--- src/rtl/rxfc_pkg.sv ---
package rxfc_pkg;
  typedef enum logic [1:0] {
    FC_IDLE    = 2'd0,
    FC_COLLIDE = 2'd1,
    FC_PAUSE   = 2'd2
  } fc_mode_e;

  localparam int FIFO_TH_LO  = 1;
  localparam int FIFO_TH_HI  = 66;
  localparam int FIFO_TH_RST = 2;
endpackage

--- src/rtl/rxfc_chan_cmp.sv ---
module rxfc_chan_cmp #(
  parameter int CNT_W = 8
) (
  input  logic             en,
  input  logic [CNT_W-1:0] free_cnt,
  input  logic [CNT_W-1:0] thresh,
  output logic             starved
);
  function automatic logic is_starved(input logic e,
                                      input logic [CNT_W-1:0] f,
                                      input logic [CNT_W-1:0] t);
    return e && (f <= t);
  endfunction

  assign starved = is_starved(en, free_cnt, thresh);

  // a disabled channel never reports starvation
  always_comb begin
    if (!en) p_disabled_quiet_r1: assert (!starved);
  end
endmodule

--- src/rtl/rxfc_fifo_cmp.sv ---
module rxfc_fifo_cmp #(
  parameter int LVL_W  = 8,
  parameter int TH_LO  = 1,
  parameter int TH_HI  = 66,
  parameter int TH_RST = 2
) (
  input  logic             clk,
  input  logic             rst_n,
  input  logic             ld,
  input  logic [LVL_W-1:0] th_in,
  input  logic [LVL_W-1:0] level,
  output logic             over
);
  localparam logic [LVL_W-1:0] LO  = LVL_W'(TH_LO);
  localparam logic [LVL_W-1:0] HI  = LVL_W'(TH_HI);
  localparam logic [LVL_W-1:0] RST = LVL_W'(TH_RST);

  logic [LVL_W-1:0] th_q;

  function automatic logic [LVL_W-1:0] force_range(input logic [LVL_W-1:0] v);
    if (v < LO) return LO;
    if (v > HI) return HI;
    return v;
  endfunction

  function automatic logic reached(input logic [LVL_W-1:0] lv,
                                   input logic [LVL_W-1:0] th);
    return lv >= th;
  endfunction

  always_ff @(posedge clk or negedge rst_n) begin
    if (!rst_n)  th_q <= RST;
    else if (ld) th_q <= force_range(th_in);
  end

  assign over = reached(level, th_q);

  p_thresh_window_r5: assert property (@(posedge clk) disable iff (!rst_n)
    (th_q >= LO) && (th_q <= HI));

  p_load_kept_r5: assert property (@(posedge clk) disable iff (!rst_n)
    !ld |=> $stable(th_q));
endmodule

--- src/rtl/rx_flow_trigger.sv ---
module rx_flow_trigger
  import rxfc_pkg::*;
#(
  parameter int NUM_CH = 8,
  parameter int CNT_W  = 8,
  parameter int LVL_W  = 8
) (
  input  logic                    clk,
  input  logic                    rst_n,
  input  logic [NUM_CH-1:0]       chan_enable,
  input  logic [NUM_CH*CNT_W-1:0] chan_free,
  input  logic [NUM_CH*CNT_W-1:0] chan_thresh,
  input  logic                    buf_fc_en,
  input  logic                    fifo_fc_en,
  input  logic                    full_duplex,
  input  logic [LVL_W-1:0]        fifo_level,
  input  logic                    fifo_thresh_ld,
  input  logic [LVL_W-1:0]        fifo_thresh_in,
  output logic                    fc_request,
  output logic                    fc_collide,
  output logic                    fc_pause
);
  logic [NUM_CH-1:0] chan_hit;
  logic              fifo_over;
  logic              buf_trig;
  logic              fifo_trig;
  fc_mode_e          mode_d, mode_q;

  for (genvar i = 0; i < NUM_CH; i++) begin : g_chan
    rxfc_chan_cmp #(.CNT_W(CNT_W)) u_cmp (
      .en       (chan_enable[i]),
      .free_cnt (chan_free[i*CNT_W +: CNT_W]),
      .thresh   (chan_thresh[i*CNT_W +: CNT_W]),
      .starved  (chan_hit[i])
    );
  end

  rxfc_fifo_cmp #(
    .LVL_W (LVL_W),
    .TH_LO (FIFO_TH_LO),
    .TH_HI (FIFO_TH_HI),
    .TH_RST(FIFO_TH_RST)
  ) u_fifo (
    .clk   (clk),
    .rst_n (rst_n),
    .ld    (fifo_thresh_ld),
    .th_in (fifo_thresh_in),
    .level (fifo_level),
    .over  (fifo_over)
  );

  assign buf_trig  = buf_fc_en && (|chan_hit);
  assign fifo_trig = fifo_fc_en && full_duplex && fifo_over;

  always_comb begin
    mode_d = FC_IDLE;
    if (buf_trig || fifo_trig) mode_d = full_duplex ? FC_PAUSE : FC_COLLIDE;
  end

  always_ff @(posedge clk or negedge rst_n) begin
    if (!rst_n) mode_q <= FC_IDLE;
    else        mode_q <= mode_d;
  end

  assign fc_request = (mode_q != FC_IDLE);
  assign fc_collide = (mode_q == FC_COLLIDE);
  assign fc_pause   = (mode_q == FC_PAUSE);

  p_buf_raises_r2: assert property (@(posedge clk) disable iff (!rst_n)
    (buf_fc_en && (|chan_hit)) |=> fc_request);

  p_fifo_gate_r4: assert property (@(posedge clk) disable iff (!rst_n)
    (!buf_trig && !(fifo_fc_en && full_duplex)) |=> !fc_request);

  p_release_r6: assert property (@(posedge clk) disable iff (!rst_n)
    (!buf_trig && !fifo_trig) |=> !fc_request);

  p_mode_excl_r7: assert property (@(posedge clk) disable iff (!rst_n)
    $onehot0({fc_collide, fc_pause}) && (fc_request == (fc_collide || fc_pause)));

  p_pause_duplex_r7: assert property (@(posedge clk) disable iff (!rst_n)
    (fc_request && !fc_pause) |-> $past(!full_duplex));
endmodule

--- config.mk ---
export PLATFORM = sky130hd
export DESIGN_NAME = rx_flow_trigger
export DESIGN_NICKNAME = d
export VERILOG_FILES = /design/src/rtl/rxfc_pkg.sv /design/src/rtl/rxfc_chan_cmp.sv /design/src/rtl/rxfc_fifo_cmp.sv /design/src/rtl/rx_flow_trigger.sv
export SDC_FILE = /design/constraint.sdc
export NUM_CORES = 1
export LEC_CHECK = 0
export BUFFER_PORTS_ARGS = -buffer_cell sky130_fd_sc_hd__buf_2
export CORE_ASPECT_RATIO = 0.75
export CORE_MARGIN = 1
export CORE_UTILIZATION = 46
export CTS_BUF_LIST = sky130_fd_sc_hd__clkbuf_16
export CTS_CLUSTER_DIAMETER = 30
export DETAILED_ROUTE_END_ITERATION = 8
export PLACE_DENSITY = 0.95
export SLEW_MARGIN = 20
export SYNTH_ARGS = -nofsm -noshare
export SYNTH_HDL_FRONTEND = slang
export SYNTH_HIERARCHICAL = 1
export SYNTH_SLANG_ARGS = --single-unit
--- constraint.sdc ---
create_clock -name clk -period 3.3 [get_ports clk]
set_clock_uncertainty 0.05 [all_clocks]
set_input_delay 0.33 -clock clk [delete_from_list [all_inputs] [get_ports clk]]
set_output_delay 0.33 -clock clk [all_outputs]
set_load 0.02 [all_outputs]
# ---- Yosys cells after proc, flatten, opt, wreduce, memory -nomap -nowiden
# Cells that the tools add are included.
dict set report totals {
  memories 0
  inputBits 158
  elab_cells 40
  out_inout_bits 3
  romBits 0
  reg_bits 10
  mem_bits_rw 0
  latchBits 0
}
dict set report classes {
  n_reduce_logical 14
  muxes 11
  n_lt_le_gt_ge 11
  multipliers 0
  div_mod_pow 0
  n_eq_ne 2
  n_addsub 0
  bitwise_logic 0
  shifts 0
}
# cell count
set ops {}
lappend ops {{8-bit less-or-equal comparator} 8}
lappend ops {{8-bit two-way mux} 4}
lappend ops {{1-bit logical AND} 11}
lappend ops {{8-bit >= comparator} 1}
lappend ops {{8-bit by 7-bit > comparator with 1-bit output (second input constant)} 1}
lappend ops {{8-bit by 1-bit < comparator with 1-bit output (second input constant)} 1}
lappend ops {{8-bit OR reduction} 1}
lappend ops {{1-bit two-way mux} 5}
lappend ops {{2-bit two-way mux} 2}
lappend ops {{2-bit by 1-bit equality test with 1-bit output (second input constant)} 1}
lappend ops {{2-bit equality test (second input constant)} 1}
lappend ops {{2-bit nonzero test} 1}
lappend ops {{1-bit logical OR} 1}

# ---- Depth between registers and ports, before layout
# Gate-level depths: netlist (run 1).
dict set report depth {
  ltp_word 7
  depth_mapped 9
  ltp_nobuf 9
}

# ---- Modules after synthesis
# Netlist (run 1), hierarchy kept.
# module cells_each instances area_per_inst_um2 seq_area_each_um2
set modules_own_cells {}
lappend modules_own_cells {{rxfc_chan_cmp at g_chan[0].u_cmp ...} 29 7 205.2 0.0}
lappend modules_own_cells {rxfc_fifo_cmp 59 1 551.8 201.4}
lappend modules_own_cells {{rxfc_chan_cmp at g_chan[5].u_cmp} 28 1 201.4 0.0}
lappend modules_own_cells {rx_flow_trigger 11 1 103.8 50.0}

# ---- Worst setup path before layout (run 1)
# OpenSTA, ideal clock, no wires.
dict set report synth_timing {
  kind {input to register}
  from {in chan_thresh[11]}
  to {reg mode_q[1]}
  required_time_ps 3123
  setup_slack_ps 1394
  setup_time_ps 127
  arrival_time_ps 1729
  stages 9
  cell_sequence {inv_1 -> ha_1 -> nand2_1 -> o21bai_1 -> a21oi_1 -> o31ai_1 -> or4_1 -> o21ai_1 -> a21boi_1}
}
dict set report synth_between {
  elab_chain_cells 6
}
# item line_no
set synth_lines {}
lappend synth_lines {{start: declaration} rx_flow_trigger.sv:12} ;# input logic [NUM_CH*CNT_W-1:0] chan_thresh,
lappend synth_lines {{8-bit less-or-equal comparator} rxfc_chan_cmp.sv:12} ;# return e && (f <= t);
lappend synth_lines {{1-bit logical AND} rxfc_chan_cmp.sv:12}
lappend synth_lines {{net chan_hit[1]} rx_flow_trigger.sv:23} ;# logic [NUM_CH-1:0] chan_hit;
lappend synth_lines {{8-bit OR reduction} rx_flow_trigger.sv:52} ;# assign buf_trig = buf_fc_en && (|chan_hit);
lappend synth_lines {{1-bit logical AND} rx_flow_trigger.sv:52}
lappend synth_lines {{1-bit logical OR} rx_flow_trigger.sv:57} ;# if (buf_trig || fifo_trig) mode_d = full_duplex ? FC_PAUSE : FC_COLLIDE;
lappend synth_lines {{2-bit two-way mux} rx_flow_trigger.sv:57}
lappend synth_lines {{net mode_d[1]} rx_flow_trigger.sv:27} ;# fc_mode_e mode_d, mode_q;
lappend synth_lines {{end signal: assignment} rx_flow_trigger.sv:62} ;# else mode_q <= mode_d;
lappend synth_lines {{end: declaration} rx_flow_trigger.sv:27}
# The timed path passes the listed nets, and every way through them passes these cells.
# A chain may end at the register's enable or synchronous reset.

# ---- Worst setup path in the final report (run 1)
dict set report layout_timing {
  from {in chan_free[3]}
  to {reg mode_q[1]}
}
dict set report layout_between {
  elab_chain_cells 6
}
# item line_no
set layout_lines {}
lappend layout_lines {{start: declaration} rx_flow_trigger.sv:11} ;# input logic [NUM_CH*CNT_W-1:0] chan_free,
lappend layout_lines {{8-bit less-or-equal comparator} rxfc_chan_cmp.sv:12}
lappend layout_lines {{1-bit logical AND} rxfc_chan_cmp.sv:12}
lappend layout_lines {{net chan_hit[0]} rx_flow_trigger.sv:23}
lappend layout_lines {{8-bit OR reduction} rx_flow_trigger.sv:52}
lappend layout_lines {{1-bit logical AND} rx_flow_trigger.sv:52}
lappend layout_lines {{1-bit logical OR} rx_flow_trigger.sv:57}
lappend layout_lines {{2-bit two-way mux} rx_flow_trigger.sv:57}
lappend layout_lines {{net mode_d[1]} rx_flow_trigger.sv:27}
# The timed path passes the listed nets, and every way through them passes these cells.

==> impl_results.html, run 1 <==
<table>
<tr><th>Metric</th><th>Value</th></tr>
<tr><th colspan="2">STA</th></tr>
<tr><td>RSZ-0062 raised after global routing</td><td>no</td></tr>
<tr><td>Actual transition at the worst max-transition pin</td><td>345 ps</td></tr>
<tr><td>Fmax</td><td>523 MHz</td></tr>
<tr><td>Hold violation total from the final report</td><td>0</td></tr>
<tr><td>Worst-case setup margin in the final layout</td><td>1390 ps</td></tr>
<tr><td>Final count of pins violating max slew</td><td>0</td></tr>
<tr><td>Total negative slack for setup checks</td><td>0 ps</td></tr>
<tr><td>Relative slew slack</td><td>0.767</td></tr>
<tr><td>Min Tclk post-route</td><td>1910 ps</td></tr>
<tr><td>Period utilisation layout</td><td>0.580</td></tr>
<tr><td>Endpoints failing setup</td><td>0</td></tr>
<tr><th colspan="2">Worst hold path</th></tr>
<tr><td>Cells on Worst Hold Path</td><td>2</td></tr>
<tr><td>Origin of the worst min-delay path</td><td>full_duplex</td></tr>
<tr><td>Type of the worst min-delay path</td><td>input port to flop</td></tr>
<tr><th colspan="2">Setup path</th></tr>
<tr><td>Data arrival time of the worst path</td><td>1970 ps</td></tr>
<tr><td>Timing startpoint of the critical path</td><td>chan_free[3]</td></tr>
<tr><td>Start of the worst register-to-register path</td><td>u_fifo/th_q[1]$_DFFE_PN1P_</td></tr>
<tr><td>Critical path launch point type</td><td>input port</td></tr>
<tr><td>Worst R2R Path Depth</td><td>6</td></tr>
<tr><td>Kind of end point of the critical path</td><td>flop</td></tr>
<tr><td>Data required time of the worst path</td><td>3360 ps</td></tr>
<tr><td>Critical path start-end classification</td><td>input port to flop</td></tr>
<tr><td>CP max FO</td><td>2</td></tr>
<tr><th colspan="2">Clock tree</th></tr>
<tr><td>Maximum root-to-sink buffer count</td><td>2</td></tr>
<tr><td>Clock tree from TritonCTS</td><td>yes</td></tr>
<tr><td>Cells resized by post-CTS repair</td><td>0</td></tr>
<tr><td>CTS H-Tree Depth</td><td>1</td></tr>
<tr><td>Post-CTS Setup Repair Bufs</td><td>0</td></tr>
<tr><td>TritonCTS buffer count</td><td>3</td></tr>
<tr><td>Number of sinks driven by the clock tree</td><td>10</td></tr>
<tr><td>Clk slew on worst S/H paths</td><td>40 ps</td></tr>
<tr><td>Number of buffers inserted for hold repair after clock tree synthesis</td><td>1</td></tr>
<tr><td>CTS root buf</td><td>clkbuf_16</td></tr>
<tr><td>Clock latency reported for the late side of the worst-skew pair</td><td>230 ps</td></tr>
<tr><th colspan="2">Synthesis</th></tr>
<tr><td>Yosys warns</td><td>6</td></tr>
<tr><td>Post-synth net total</td><td>531</td></tr>
<tr><td>Most area-consuming cells after synthesis</td><td>ha_1 39%, inv_1 12%, dfrtp_1 9.8%</td></tr>
<tr><td>Number of flip-flops and latches in the synthesized netlist</td><td>10</td></tr>
<tr><td>Part of the Yosys area used for sequential elements</td><td>0.110</td></tr>
<tr><td>Average cell area after synthesis</td><td>7.62 um^2</td></tr>
<tr><td>Number of distinct library cells after synthesis</td><td>29</td></tr>
<tr><td>Prevailing post-synth register cell</td><td>dfrtp_1</td></tr>
<tr><td>Cell taking the most area after synthesis</td><td>ha_1</td></tr>
<tr><td>Share of flip-flops with an asynchronous set or reset after synthesis</td><td>1.00</td></tr>
<tr><td>Cells after Synth</td><td>301</td></tr>
<tr><td>Yosys top cell area share</td><td>0.393</td></tr>
<tr><td>Post-synthesis cell area</td><td>2290 um^2</td></tr>
<tr><td>Number of synthesized flops with an enable pin</td><td>0</td></tr>
<tr><th colspan="2">Outcome</th></tr>
<tr><td>Outcome</td><td>complete, no violations</td></tr>
<tr><th colspan="2">Placement</th></tr>
<tr><td>Number of I/O port buffers</td><td>160</td></tr>
<tr><td>Pre-CTS worst setup slack</td><td>1140 ps</td></tr>
<tr><td>Placer Congestion</td><td>0.838</td></tr>
<tr><td>Half-perimeter wire length after detailed placement</td><td>5720 um</td></tr>
<tr><th colspan="2">Die</th></tr>
<tr><td>Die Span Y</td><td>63.2 um</td></tr>
<tr><td>Die area</td><td>5280 um^2</td></tr>
<tr><td>Standard cell core area</td><td>4620 um^2</td></tr>
<tr><td>Placement row count</td><td>21</td></tr>
<tr><td>Die span in x</td><td>83.5 um</td></tr>
<tr><td>Top-level I/O count</td><td>161</td></tr>
<tr><td>Effective utilization at floorplan</td><td>0.496</td></tr>
<tr><th colspan="2">Layout</th></tr>
<tr><td>Growth of design area from synthesis to finish</td><td>41.7%</td></tr>
<tr><td>Most used cells in the layout excluding fill and tap cells</td><td>160 x buf_2, 76 x inv_1, 72 x ha_1, 19 x a21oi_1, 15 x nor2_1</td></tr>
<tr><td>Antenna cell count</td><td>0</td></tr>
<tr><td>Core occupancy in the finished layout</td><td>0.703</td></tr>
<tr><td>Most common cell after layout, fill and taps aside</td><td>buf_2</td></tr>
<tr><td>Nets</td><td>696</td></tr>
<tr><td>Fraction of layout instances using a drive strength above 1</td><td>0.361</td></tr>
<tr><th colspan="2">Pwr</th></tr>
<tr><td>Internal power</td><td>459 uW</td></tr>
<tr><td>Static leakage</td><td>0.00200 uW</td></tr>
<tr><td>Portion of total power attributed to combinational logic</td><td>0.479</td></tr>
<tr><td>Overall power consumption</td><td>668 uW</td></tr>
<tr><td>Pwr/cell area</td><td>206 nW/um^2</td></tr>
<tr><td>Switching part of the total</td><td>0.314</td></tr>
<tr><td>VDD IR-drop max</td><td>0.480 mV</td></tr>
<tr><td>Sequential group share of total power</td><td>0.201</td></tr>
<tr><td>Sw Pwr</td><td>210 uW</td></tr>
<tr><td>Clock group share of total power</td><td>0.320</td></tr>
<tr><th colspan="2">Detailed routing</th></tr>
<tr><td>Total iterations of the first detailed-routing run</td><td>4</td></tr>
<tr><td>DR vias</td><td>2638</td></tr>
<tr><td>Antenna Violating Nets Remaining</td><td>0</td></tr>
<tr><td>Detailed-route wire length</td><td>6120 um</td></tr>
<tr><td>Iteration-0 DRC Markers</td><td>58</td></tr>
<tr><td>Routed length per instance</td><td>11.7 um</td></tr>
<tr><td>DRC violations left</td><td>0</td></tr>
<tr><td>Ratio of routed vias to standard cells</td><td>5.05</td></tr>
<tr><th colspan="2">Global route</th></tr>
<tr><td>Vias in the first global route</td><td>2656</td></tr>
<tr><td>Tot GR Track Use</td><td>0.233</td></tr>
<tr><td>Pin count of the biggest net entering global routing</td><td>16</td></tr>
<tr><td>Overflow left after global routing</td><td>0</td></tr>
<tr><td>Antenna violations before repair</td><td>0</td></tr>
<tr><td>Global-route wire length before repair</td><td>10200 um</td></tr>
<tr><th colspan="2">Flow run</th></tr>
<tr><td>Max capacitance violation total</td><td>0</td></tr>
</table>
==> state kept, by name, summed over array words and instances (netlist names) <==
signal       count
mode_q           2
u_fifo/th_q      8
==> per-layer routing <==
layer  global-route usage  vias up  part of all wire
met5                    0        -                 0
met4               0.0445        0             0.017
met3               0.0472       12             0.051
met2                0.477       86              0.52
met1                0.244     1174              0.42
li1                     -     1366                 -
==> area by class of cell <==
type | count | area (um^2)
clock buffer | 3 | 75.1
clock inverter | 1 | 3.75
sequential | 10 | 251
inverter | 75 | 282
multi-input combinational | 215 | 1760
fill | 400 | 1380
timing repair buffer | 161 | 811
tap | 57 | 71.3
==> synthesized netlist by cell type (all sizes together), types with 2 or more instances <==
library cell / count
nand3: 11
nor2: 15
o21a: 2
a211oi: 8
nand2: 9
ha: 72
or4: 2
a31oi: 2
o21ai: 13
nand2b: 11
nor2b: 11
inv: 75
a21oi: 19
or3: 8
o21bai: 7
o31ai: 8
dfrtp: 9
nand4: 10
==> power groups by stage <==
stage	combinational, uW	clock [uW]	sequential (uW)
after floorplan	174	0	135
after global placement	300	0	135
after detailed placement	319	0	136
after CTS	323	217	134
after global routing	368	229	135
final	320	214	134
==> worst max-delay path, cell delays in order <==
cell and delay [ps]:
buf_2 110, ha_1 290, nand2_1 70, o21bai_1 150, a21oi_1 140, o31ai_1 100, or4_1 520, o21ai_1 190
a21boi_1 80
==> path summary, 6_finish.rpt <==
check                           slack [ps]                    endpoint
min in group asynchronous              430  u_fifo/th_q[2]$_DFFE_PN0P_
worst max-delay path                  1390         mode_q[1]$_DFF_PN0_
worst min register to register         470  u_fifo/th_q[7]$_DFFE_PN0P_
worst max register to register        1720         mode_q[1]$_DFF_PN0_
max in group asynchronous             2510  u_fifo/th_q[1]$_DFFE_PN1P_
worst min-delay path                   210         mode_q[0]$_DFF_PN0_
==> stage by stage <==
step                      std cells  hold slack, ps  area, um^2
after detailed placement        517             153        3160
after CTS                       522             209        3250
after global routing            522             207        3250
after global placement          517             146        3160
final                           522             211        3250
after floorplan                 301           -15.6        2290
==> kinds of logic after synthesis <==
kind of cell / share of synthesized area
AOI/OAI and AO/OA: 0.182
adders and majority gates: 0.393
buffers and inverters: 0.125
DFF: 0.110
and+or+nand+nor: 0.190
(Power assumes the default switching activity.)
==> run 2: changes to the inputs <==
--- a/config.mk
+++ b/config.mk
@@ -8,11 +8,11 @@
 export BUFFER_PORTS_ARGS = -buffer_cell sky130_fd_sc_hd__buf_2
 export CORE_ASPECT_RATIO = 0.75
 export CORE_MARGIN = 1
-export CORE_UTILIZATION = 46
+export CORE_UTILIZATION = 38
 export CTS_BUF_LIST = sky130_fd_sc_hd__clkbuf_16
 export CTS_CLUSTER_DIAMETER = 30
 export DETAILED_ROUTE_END_ITERATION = 8
-export PLACE_DENSITY = 0.95
+export PLACE_DENSITY = 0.88
 export SLEW_MARGIN = 20
 export SYNTH_ARGS = -nofsm -noshare
 export SYNTH_HDL_FRONTEND = slang
==> constraint.sdc (replaced) <==
create_clock -name clk -period 1.6 [get_ports clk]
set_clock_uncertainty 0.05 [all_clocks]
set_input_delay 0.16 -clock clk [delete_from_list [all_inputs] [get_ports clk]]
set_output_delay 0.16 -clock clk [all_outputs]
set_load 0.02 [all_outputs]
==> run 2 against run 1 <==
Largest cell class unchanged; die area up 20%; critical path depth is 1 higher; largest power group unchanged; register-to-register slack lost 1700 ps; sequential cell count is the same; non-clock buffer count grew 4; design area up 19%; routed wire length up 16%; hold slack got worse by 170 ps; the flow now finishes with violations (setup timing); sequential power rose by 110%; sequential share of layout area down 1.2 points; combinational power rose to 2.7 times the previous value.
==> impl_results.html, run 2 (synthesis results as in run 1) <==
<table>
<tr><th>Metric</th><th>Value</th></tr>
<tr><th colspan="2">Outcome</th></tr>
<tr><td>Outcome</td><td>finished with violations</td></tr>
<tr><td>Violations in the final reports</td><td>setup timing</td></tr>
<tr><th colspan="2">Layout</th></tr>
<tr><td>Regs by FF count</td><td>u_fifo/th_q: 8 flops, mode_q: 2 flops</td></tr>
<tr><td>Fraction of layout instances using a drive strength above 1</td><td>0.505</td></tr>
<tr><td>Nets</td><td>700</td></tr>
<tr><td>Filler Cell Count</td><td>482</td></tr>
<tr><td>Antenna cell count</td><td>0</td></tr>
<tr><td>Register with the highest flop count</td><td>u_fifo/th_q</td></tr>
<tr><td>Growth of design area from synthesis to finish</td><td>68.1%</td></tr>
<tr><td>Most common cell after layout, fill and taps aside</td><td>buf_2</td></tr>
<tr><td>Core occupancy in the finished layout</td><td>0.662</td></tr>
<tr><td>Most used cells in the layout excluding fill and tap cells</td><td>141 x buf_2, 54 x inv_1, 49 x ha_1, 23 x ha_4, 18 x a21oi_1</td></tr>
<tr><td>Number of flip-flops in the largest register</td><td>8</td></tr>
<tr><th colspan="2">STA</th></tr>
<tr><td>Final count of pins violating max slew</td><td>0</td></tr>
<tr><td>Relative slew slack</td><td>0.786</td></tr>
<tr><td>Period utilisation layout</td><td>1.05</td></tr>
<tr><td>Endpoints failing setup</td><td>2</td></tr>
<tr><td>Fmax</td><td>596 MHz</td></tr>
<tr><td>Worst-case setup margin in the final layout</td><td>-77.4 ps</td></tr>
<tr><td>RSZ-0062 raised after global routing</td><td>yes</td></tr>
<tr><td>Hold violation total from the final report</td><td>0</td></tr>
<tr><td>Final Hold Slack</td><td>38.0 ps</td></tr>
<tr><td>Actual transition at the worst max-transition pin</td><td>317 ps</td></tr>
<tr><td>Min Tclk post-route</td><td>1680 ps</td></tr>
<tr><th colspan="2">Detailed routing</th></tr>
<tr><td>Wire length on met3</td><td>393 um</td></tr>
<tr><td>Total iterations of the first detailed-routing run</td><td>4</td></tr>
<tr><td>Detailed-route wire length</td><td>7070 um</td></tr>
<tr><td>Routed length per instance</td><td>12.9 um</td></tr>
<tr><td>Met2 WL post-DR</td><td>3790 um</td></tr>
<tr><td>DR vias</td><td>2679</td></tr>
<tr><td>DRC violations left</td><td>0</td></tr>
<tr><td>Ratio of routed vias to standard cells</td><td>4.90</td></tr>
<tr><td>Iteration-0 DRC Markers</td><td>51</td></tr>
<tr><td>Highest metal layer used by the detailed router</td><td>met4</td></tr>
<tr><td>Antenna Violating Nets Remaining</td><td>0</td></tr>
<tr><td>Routed met1 length</td><td>2800 um</td></tr>
<tr><th colspan="2">Clock tree</th></tr>
<tr><td>Number of sinks driven by the clock tree</td><td>10</td></tr>
<tr><td>Clock latency reported for the late side of the worst-skew pair</td><td>230 ps</td></tr>
<tr><td>CTS root buf</td><td>clkbuf_16</td></tr>
<tr><td>Maximum root-to-sink buffer count</td><td>2</td></tr>
<tr><td>TritonCTS buffer count</td><td>3</td></tr>
<tr><td>CTS H-Tree Depth</td><td>1</td></tr>
<tr><td>Clock tree from TritonCTS</td><td>yes</td></tr>
<tr><td>Clk slew on worst S/H paths</td><td>40 ps</td></tr>
<tr><th colspan="2">Setup path</th></tr>
<tr><td>Data required time of the worst path</td><td>1660 ps</td></tr>
<tr><td>Critical path start-end classification</td><td>input port to flop</td></tr>
<tr><td>Delay of the slowest cell on the worst path</td><td>540 ps</td></tr>
<tr><td>R2R setup slack</td><td>10 ps</td></tr>
<tr><td>Kind of cell with the highest combined delay on the critical path</td><td>compound AO/OA/AOI/OAI gates</td></tr>
<tr><td>Critical path launch point type</td><td>input port</td></tr>
<tr><td>Crit-path cells</td><td>buf_6, inv_4, ha_4, nand2_2, o21bai_4, a21oi_2, o31ai_2, or4_1, o21ai_2, a21boi_1</td></tr>
<tr><td>Start of the worst register-to-register path</td><td>u_fifo/th_q[1]$_DFFE_PN1P_</td></tr>
<tr><td>Worst R2R Path Depth</td><td>6</td></tr>
<tr><td>Kind of end point of the critical path</td><td>flop</td></tr>
<tr><td>Destination of the worst register-to-register timing path</td><td>mode_q[1]$_DFF_PN0_</td></tr>
<tr><td>CP max FO</td><td>2</td></tr>
<tr><td>Worst path bufs/invs</td><td>2</td></tr>
<tr><td>Crit path max-delay cell type</td><td>or4_1</td></tr>
<tr><td>Data arrival time of the worst path</td><td>1740 ps</td></tr>
<tr><th colspan="2">Die</th></tr>
<tr><td>Die Span Y</td><td>69.3 um</td></tr>
<tr><td>Effective utilization at floorplan</td><td>0.394</td></tr>
<tr><td>Die span in x</td><td>91.7 um</td></tr>
<tr><td>Top-level I/O count</td><td>161</td></tr>
<tr><td>Standard cell core area</td><td>5830 um^2</td></tr>
<tr><td>Placement row count</td><td>24</td></tr>
<tr><td>Die area</td><td>6350 um^2</td></tr>
<tr><th colspan="2">Flow run</th></tr>
<tr><td>Max capacitance violation total</td><td>0</td></tr>
<tr><th colspan="2">Worst hold path</th></tr>
<tr><td>Origin of the worst min-delay path</td><td>full_duplex</td></tr>
<tr><td>Type of the worst min-delay path</td><td>input port to flop</td></tr>
<tr><td>Worst Hold End</td><td>mode_q[0]$_DFF_PN0_</td></tr>
<tr><td>Cells on Worst Hold Path</td><td>2</td></tr>
<tr><th colspan="2">Placement</th></tr>
<tr><td>Half-perimeter wire length after detailed placement</td><td>5910 um</td></tr>
<tr><td>Placer Congestion</td><td>0.788</td></tr>
<tr><td>Number of I/O port buffers</td><td>160</td></tr>
<tr><th colspan="2">Pwr</th></tr>
<tr><td>VDD IR-drop max</td><td>0.404 mV</td></tr>
<tr><td>Pwr/cell area</td><td>410 nW/um^2</td></tr>
<tr><td>Overall power consumption</td><td>1580 uW</td></tr>
<tr><td>Static leakage</td><td>0.00209 uW</td></tr>
<tr><th colspan="2">Global route</th></tr>
<tr><td>Overflow left after global routing</td><td>0</td></tr>
<tr><td>Pin count of the biggest net entering global routing</td><td>16</td></tr>
<tr><td>Global-route wire length before repair</td><td>11100 um</td></tr>
<tr><td>Tot GR Track Use</td><td>0.213</td></tr>
<tr><td>Antenna violations before repair</td><td>0</td></tr>
<tr><td>Vias in the first global route</td><td>2701</td></tr>
</table>
-- run 2: cell type report --
cell class              instances  area (um^2)  share of cell area
inverters                      75          324              0.0841
clock inverters                 1         3.75            0.000974
flip-flops and latches         10          251              0.0652
repair buffers                165          952               0.247
multi-input cells             215         2150               0.558
well taps                      78         97.6              0.0253
clock buffers                   3         75.1              0.0195
-- run 2: worst register-to-register path: stages (launching register included) --
cell and delay (ps):
dfstp_2 520, inv_1 50, ha_1 300, a2111oi_4 300, o31ai_1 110, nand2_1 80, a21boi_1 60
-- run 2: power breakdown --
group,internal [uW],switching (uW),total [uW]
combinational,478,392,870
sequential,270,7.54,277
clock,327,108,435
total,1070,508,1580
-- run 2: per-stage QoR --
stage	setup TNS [ps]	worst slack (ps)	instances	cell area (um^2)
after floorplan	-202	-111	301	2450
after global placement	-729	-375	541	3370
after detailed placement	-821	-420	541	3370
after CTS	-133	-80.0	547	3700
after global routing	-297	-154	547	3850
final	-136	-77.4	547	3850
-- run 2: routing by layer --
metal | track usage | up-vias
met2 | 0.418 | 101
li1 | - | 1370
met1 | 0.236 | 1198
met3 | 0.0373 | 10
met4 | 0.0521 | 0
met5 | 0 | -
-- run 2: what timing repair did --
action,CTS,global route
buffers inserted,1,0
endpoints found under the hold margin,10,0
hold buffers,1,0
resized for setup,43,23
pin swaps,30,16
endpoints found under the setup margin,2,2
-- run 2: worst max-delay path by stage --
stage                          startpoint                  end  slack (ps)  cells after the start
after floorplan           chan_thresh[49]  mode_q[1]$_DFF_PN0_        -110                      9
after global placement    chan_thresh[49]  mode_q[1]$_DFF_PN0_        -370                     10
after detailed placement  chan_thresh[49]  mode_q[1]$_DFF_PN0_        -420                     10
after CTS                 chan_thresh[35]  mode_q[1]$_DFF_PN0_         -80                     10
after global routing      chan_thresh[37]  mode_q[1]$_DFF_PN0_        -150                      9
final                     chan_thresh[35]  mode_q[1]$_DFF_PN0_         -80                     10
